**config.mk**
```make
export PLATFORM = sky130hd
export DESIGN_NAME = pwr_fail_det
export DESIGN_NICKNAME = d
export VERILOG_FILES = /design/src/rtl/pfd_pkg.sv /design/src/rtl/pfd_sync.sv /design/src/rtl/pfd_edge.sv /design/src/rtl/pfd_window.sv /design/src/rtl/pwr_fail_det.sv
export SDC_FILE = /design/constraint.sdc
export NUM_CORES = 1
export LEC_CHECK = 0
export CORE_ASPECT_RATIO = 1.2
export CORE_MARGIN = 2
export CORE_UTILIZATION = 38
export CTS_BUF_LIST = sky130_fd_sc_hd__clkbuf_4 sky130_fd_sc_hd__clkbuf_8
export CTS_CLUSTER_SIZE = 12
export DETAILED_ROUTE_END_ITERATION = 10
export DONT_BUFFER_PORTS = 1
export GPL_TIMING_DRIVEN = 0
export SYNTH_ARGS = -nofsm -noshare
export SYNTH_HDL_FRONTEND = slang
export SYNTH_HIERARCHICAL = 1
export SYNTH_SLANG_ARGS = --single-unit
```
**constraint.sdc**
```tcl
create_clock -name clk_i -period 5.75 [get_ports clk_i]
set_clock_uncertainty 0.2 [all_clocks]
set_input_delay 0.8625 -clock clk_i [delete_from_list [all_inputs] [get_ports clk_i]]
set_output_delay 0.8625 -clock clk_i [all_outputs]
set_load 0.1 [all_outputs]
```
**src/rtl/pfd_pkg.sv**
```systemverilog
package pfd_pkg;
  typedef enum logic {
    PWR_OK   = 1'b0,
    PWR_LOST = 1'b1
  } pwr_state_e;
endpackage

```
**src/rtl/pfd_sync.sv**
```systemverilog
module pfd_sync #(
  parameter int STAGES = 2
) (
  input  logic clk_i,
  input  logic rst_ni,
  input  logic d_i,
  output logic q_o
);
  logic [STAGES-1:0] stg_q;

  generate
    for (genvar i = 0; i < STAGES; i++) begin : g_stage
      if (i == 0) begin : g_first
        always_ff @(posedge clk_i or negedge rst_ni)
          if (!rst_ni) stg_q[i] <= 1'b0;
          else         stg_q[i] <= d_i;
      end else begin : g_rest
        always_ff @(posedge clk_i or negedge rst_ni)
          if (!rst_ni) stg_q[i] <= 1'b0;
          else         stg_q[i] <= stg_q[i-1];
      end
    end
  endgenerate

  assign q_o = stg_q[STAGES-1];
endmodule

```
**src/rtl/pfd_edge.sv**
```systemverilog
module pfd_edge (
  input  logic clk_i,
  input  logic rst_ni,
  input  logic d_i,
  output logic rise_o
);
  logic prev_q;

  always_ff @(posedge clk_i or negedge rst_ni)
    if (!rst_ni) prev_q <= 1'b0;
    else         prev_q <= d_i;

  assign rise_o = d_i & ~prev_q;
endmodule

```
**src/rtl/pfd_window.sv**
```systemverilog
module pfd_window
  import pfd_pkg::*;
#(
  parameter int WINDOW_TICKS = 2_000_000,
  parameter int CNT_W        = $clog2(WINDOW_TICKS + 1)
) (
  input  logic             clk_i,
  input  logic             rst_ni,
  input  logic             reload_i,
  output logic [CNT_W-1:0] cnt_o,
  output logic             good_o,
  output logic             nmi_o
);
  localparam logic [CNT_W-1:0] FULL = CNT_W'(WINDOW_TICKS);

  logic [CNT_W-1:0] cnt_q;
  pwr_state_e       state_q;
  logic             nmi_q;
  logic             expired;

  assign expired = (cnt_q == '0) && !reload_i;

  always_ff @(posedge clk_i or negedge rst_ni)
    if (!rst_ni)             cnt_q <= FULL;
    else if (reload_i)       cnt_q <= FULL;
    else if (cnt_q != '0)    cnt_q <= cnt_q - 1'b1;

  // reload has priority over expiry in the same cycle
  always_ff @(posedge clk_i or negedge rst_ni)
    if (!rst_ni)        state_q <= PWR_OK;
    else if (reload_i)  state_q <= PWR_OK;
    else if (expired)   state_q <= PWR_LOST;

  always_ff @(posedge clk_i or negedge rst_ni)
    if (!rst_ni) nmi_q <= 1'b0;
    else         nmi_q <= expired && (state_q == PWR_OK);

  assign cnt_o  = cnt_q;
  assign good_o = (state_q == PWR_OK);
  assign nmi_o  = nmi_q;
endmodule

```
**src/rtl/pwr_fail_det.sv**
```systemverilog
module pwr_fail_det #(
  parameter int SYNC_STAGES  = 2,
  parameter int WINDOW_TICKS = 2_000_000,
  parameter int CNT_W        = $clog2(WINDOW_TICKS + 1)
) (
  input  logic clk_i,
  input  logic rst_ni,
  input  logic mains_pulse_i,
  output logic pwr_good_o,
  output logic pwr_fail_o,
  output logic nmi_req_o
);
  logic             mains_sync;
  logic             edge_rise;
  logic [CNT_W-1:0] win_cnt;
  logic             good;

  pfd_sync #(.STAGES(SYNC_STAGES)) u_sync (
    .clk_i (clk_i),
    .rst_ni(rst_ni),
    .d_i   (mains_pulse_i),
    .q_o   (mains_sync)
  );

  pfd_edge u_edge (
    .clk_i (clk_i),
    .rst_ni(rst_ni),
    .d_i   (mains_sync),
    .rise_o(edge_rise)
  );

  pfd_window #(.WINDOW_TICKS(WINDOW_TICKS), .CNT_W(CNT_W)) u_win (
    .clk_i   (clk_i),
    .rst_ni  (rst_ni),
    .reload_i(edge_rise),
    .cnt_o   (win_cnt),
    .good_o  (good),
    .nmi_o   (nmi_req_o)
  );

  assign pwr_good_o = good;
  assign pwr_fail_o = ~good;
endmodule

```
Word level (Yosys, flattened, before mapping)
Index checks and enable logic that the tools add are counted.
Storage, ports and cells
  bits in registers: 26
  bits in latches: 0
  memory bits (writable): 0
  bits in read-only memories: 0
  input port bits: 3
  output and inout bits: 3
  word-level logic and storage cells: 21
  memories: 0
Operators by class
  add/sub/neg operators: 1
  multipliers: 0
  divide/modulo/power cells: 0
  magnitude comparators: 0
  equality and inequality tests: 0
  shift-type cells: 0
  mux-type cells: 4
  bitwise gates (word level): 3
  reductions and logical operators: 7
Operators with widths (number)
  two-way mux 21 bit: 2
  zero test 21 bit: 1
  nonzero test 21 bit: 1
  subtractor 21 x 1 -> 21 bit (second input constant): 1
  nonzero test 2 bit: 2
  logical AND 1 bit: 2
  two-way mux 1 bit: 2
  NOT 1 bit: 2
  bitwise AND 1 bit: 1
  zero test 1 bit: 1

Longest topological paths before layout
  word-level depth: 6
  mapped depth: 7
  depth with buffers taken out: 7

Modules after synthesis
The synthesis kept the hierarchy.
Modules (own cells, without submodules)
  pfd_window: instances 1, cells each 127, area each 1265.0 sq um, sequential area each 584.3 sq um
  pfd_sync: instances 1, cells each 2, area each 50.0 sq um, sequential area each 50.0 sq um
  pfd_edge: instances 1, cells each 2, area each 38.8 sq um, sequential area each 25.0 sq um
  pwr_fail_det: instances 1, cells each 1, area each 3.8 sq um, sequential area each 0.0 sq um

Worst setup path after synthesis
No wires, ideal clock.
  path type: register to output
  start point: register u_win.state_q
  end point: output pwr_fail_o
  arrival: 1.631 ns
  required time: 4.688 ns
  setup slack: 3.057 ns
  cell stages (with the launch flop): 3
  path buffers: 0
  cells stage by stage: dfrtp_1 > inv_1 > inv_1
RTL lines
  from (decl): RTL line pfd_window.sv:17  | pwr_state_e state_q;
  from (signal assigned): RTL line pfd_window.sv:30  | if (!rst_ni) state_q <= PWR_OK;
  from (signal assigned): RTL line pfd_window.sv:31  | else if (reload_i) state_q <= PWR_OK;
  from (signal assigned): RTL line pfd_window.sv:32  | else if (expired) state_q <= PWR_LOST;
  to (decl): RTL line pwr_fail_det.sv:10  | output logic pwr_fail_o,
No word-level cell between the ends.

Worst setup path after layout
  start point: register u_win.state_q
  end point: output pwr_fail_o
No word-level cell between the ends.

==> impl_results.md <==
* Gp weighted congestion at 0.735
* Slowest stage cell, crit path: inv_1
* HPWL Detailed at 1800 um
* Post-synthesis register bit count at 26
* Via/cell ratio at 5.45
* Sequential area share after synthesis at between 40% and 50%
* Vias in the first global route at 1011
* XOR/XNOR Fraction of Synth Area at around 8.4%
* Synth top area share at between 30% and 40%
* Layout cells sized above 1 at 16.2%
* Post-synthesis cell area at ~0.0014 mm2
* Die area at between 0.004 and 0.005 mm2
* CTS tree: yes
* Post-CTS setup buffer count at 0
* Int Pwr at ~330 uW
* Core area at about 0.0034 mm2
* Max frequency at roughly 330 MHz
* Clock transition at the registers of the reported paths at ~0.090 ns
* Die Span Y at just under 70 um
* Critical Path Start: u_win/state_q$_DFFE_PN0P_
* Largest net degree at the start of global routing at 27
* Reg-to-Reg Start: u_win/cnt_o[0]$_DFFE_PN0P_
* Row count at 23
* Final wirelength at 2520 um
* Post-layout min period at slightly above 3 ns
* FF/Latch Area at between 600 and 700 um2
* WL per Instance at 14.6 um
* Area Overhead vs Synth at 7.00%
* Setup crit start kind: flip-flop
* CP cell instances: inv_1 -> inv_1
* Library cells used by synthesis at just over 40
* Worst slew pin tran at roughly 0.87 ns
* ANT cells at 0
* CP max FO at 3
* Reg2Reg Setup Slack at ~3.4 ns
* DRC errors left at 0
* Cell Area, Placed at ~0.0014 mm2
* Post-synthesis mux area share at less than 1%
* Initial Util at 40.3%
* Cell taking the most area after synthesis: dfrtp_1
* Worst-Skew Late Latency at around 0.27 ns
* Max-slew violations at 0
* P_sw at around 170 uW
* PD cells at approximately 340 mW/mm2
* Synthesized area per cell at 10.3 um2
* Sequential share of power at around half
* Post-synth net total at 137
* EDFF count, synth at 0
* Antenna violations before repair at 0
* Most frequent cell on the critical path: inv_1
* CP arrival at roughly 2.0 ns
* Layout Nets at approximately 140
* Register-to-Register Path Depth at 7
* Crit. End Element: primary output
* Port buffer count at 0
* Hold Path Class: in -> async
* First-pass DRT Iterations at 4
* Reg2Reg Capture Point: u_win/cnt_o[7]$_DFFE_PN1P_
* Clock buffer count from CTS at 3
* Total grt overflow at 0
* Post-route setup TNS at 0 ns
* Quantity of gates resized following cts at 0
* YS warnings at 6
* Chip Width at 58.6 um
* Max VDD drop at 0.200 mV
* Main synth FF type: dfrtp_1
* Max_cap viols at 0
* CTS Hold Bufs at 0
* Cells after Synth at roughly 130
* Final Hold Vio Count at 0
* Initial DRC Count at 35
* Layout Cell Area excl Fill at 0.00145 mm2
* RSZ-0062 raised after global routing: false
* Htree depth at 1
* Worst slew margin at about 42%
* Static Leak at ~0.00056 uW
* Gate power share at approximately 27%
* Share of synthesized registers carrying an async set or reset at 100%
* Critical Path Max Stage Delay at about 0.66 ns
* Status: finished, final reports clean
* Tcrit/Tclk final at a little over half
* Setup-failing EPs final at 0
* Root Driver: clkbuf_8
* I/O pins at 6
* Most frequent cells in the layout: dfrtp_1 (19), nor2_1 (18), xor2_1 (11)
* Kind of critical path: reg -> out
* Commonest non-fill, non-tap cell in the layout: dfrtp_1
* Post-route antenna net violation count at 0
* Clock Sink Count at 26
* CP endpoint: pwr_fail_o
* Filler cell count at between 300 and 400
* Compound-Gate Fraction of Synth Area at between 7 and 8%
* Adder-cell area share of the yosys netlist at between 1.5 and 2%
* GRT Total Usage at approximately 14%
* Clock buffer depth at 2
* Multi-input logic area at ~670 um2
* Critical path data required time at 4.69 ns
* First-pass GRT wire length at 4460 um
* Post-synthesis simple-gate area fraction at between 30% and 40%
* Sw Ratio at between 30% and 40%
* Vias at about 940
* Clock share of power at between 20 and 25%
* Main combinational cell family by area after synthesis: simple AND/OR/NAND/NOR gates
* Synth area leaders: dfrtp_1 (35%), dfstp_2 (14%), xor2_1 (7.1%)
sequential cells by signal, indices dropped and copies added (netlist names):
register,cells
u_win/nmi_o,1
u_win/cnt_o,21
u_sync/q_o,1
u_edge/prev_q,1
u_win/state_q,1
u_sync/stg_q,1
kinds of logic after synthesis:
| family | Yosys count |
|---|---|
| buffers and inverters | 8 |
| AND/OR/NAND/NOR | 66 |
| flip-flops | 26 |
| AO/OA/AOI/OAI | 16 |
| adder cells (fa/ha/maj) | 2 |
| multiplexers | 1 |
| XOR/XNOR | 13 |
worst min-delay path by stage:
stage                                             end  slack (ns)
after floorplan                  u_sync/q_o$_DFF_PN0_        0.13
after global placement           u_sync/q_o$_DFF_PN0_        0.15
after detailed placement         u_sync/q_o$_DFF_PN0_        0.14
after CTS                 u_win/cnt_o[14]$_DFFE_PN0P_        0.07
after global routing      u_win/cnt_o[14]$_DFFE_PN0P_        0.06
final                       u_sync/stg_q[0]$_DFF_PN0_        0.07
critical path: cells and delay by family, from the launching register on:
kind	cells	cell delay [ns]
buf+inv	2	1.30
flops	1	0.39
power groups by stage:
stage          registers [uW]  clock network (uW)  logic [uW]
2_1_floorplan             245                   0         114
3_3_place_gp              252                   0         132
3_5_place_dp              255                   0         135
4_1_cts                   252                 115         136
5_1_grt                   258                 117         153
6_report                  251                 111         134
stage by stage:
step | setup WS [ns] | cells | total power [uW] | hold slack (ns) | utilization, %
2_1_floorplan | 3.06 | 132 | 359 | 0.131 | -
3_3_place_gp | 3.03 | 169 | 384 | 0.149 | 41.7
3_5_place_dp | 3.02 | 169 | 390 | 0.140 | 41.7
4_1_cts | 2.71 | 173 | 503 | 0.0652 | 43.1
5_1_grt | 2.68 | 173 | 529 | 0.0640 | 43.1
6_report | 2.73 | 173 | 496 | 0.0720 | 43.1
synth_stat cells (2+ instances only):
cell type	number
dfrtp_1	19
nor2_1	18
xor2_1	11
dfstp_2	7
nor3_1	7
nand3_1	6
a21oi_1	5
inv_1	5
nand2b_1	4
or3_1	4
nand2_1	3
nor4_1	3
o211ai_1	3
o21ai_0	3
clkbuf_1	2
ha_1	2
nand3b_1	2
nand4b_1	2
nor4_2	2
or4_1	2
xnor2_1	2
cell type report:
| class | count | share of cell area (%) |
|---|---|---|
| buffer | 3 | 0.861 |
| clock buffer | 4 | 3.36 |
| multi-input combinational | 98 | 45.9 |
| sequential | 26 | 45.4 |
| inverter | 5 | 1.29 |
| tap | 37 | 3.19 |
routing by layer:
metal | vias up | global-route usage (%) | wire [um]
met5 | - | 0 | 0
met4 | 0 | 6.20 | 50
met3 | 5 | 2.61 | 58
met2 | 15 | 21.8 | 1200
met1 | 450 | 19.0 | 1210
li1 | 473 | - | -
Power figures use the tool's default switching activity.
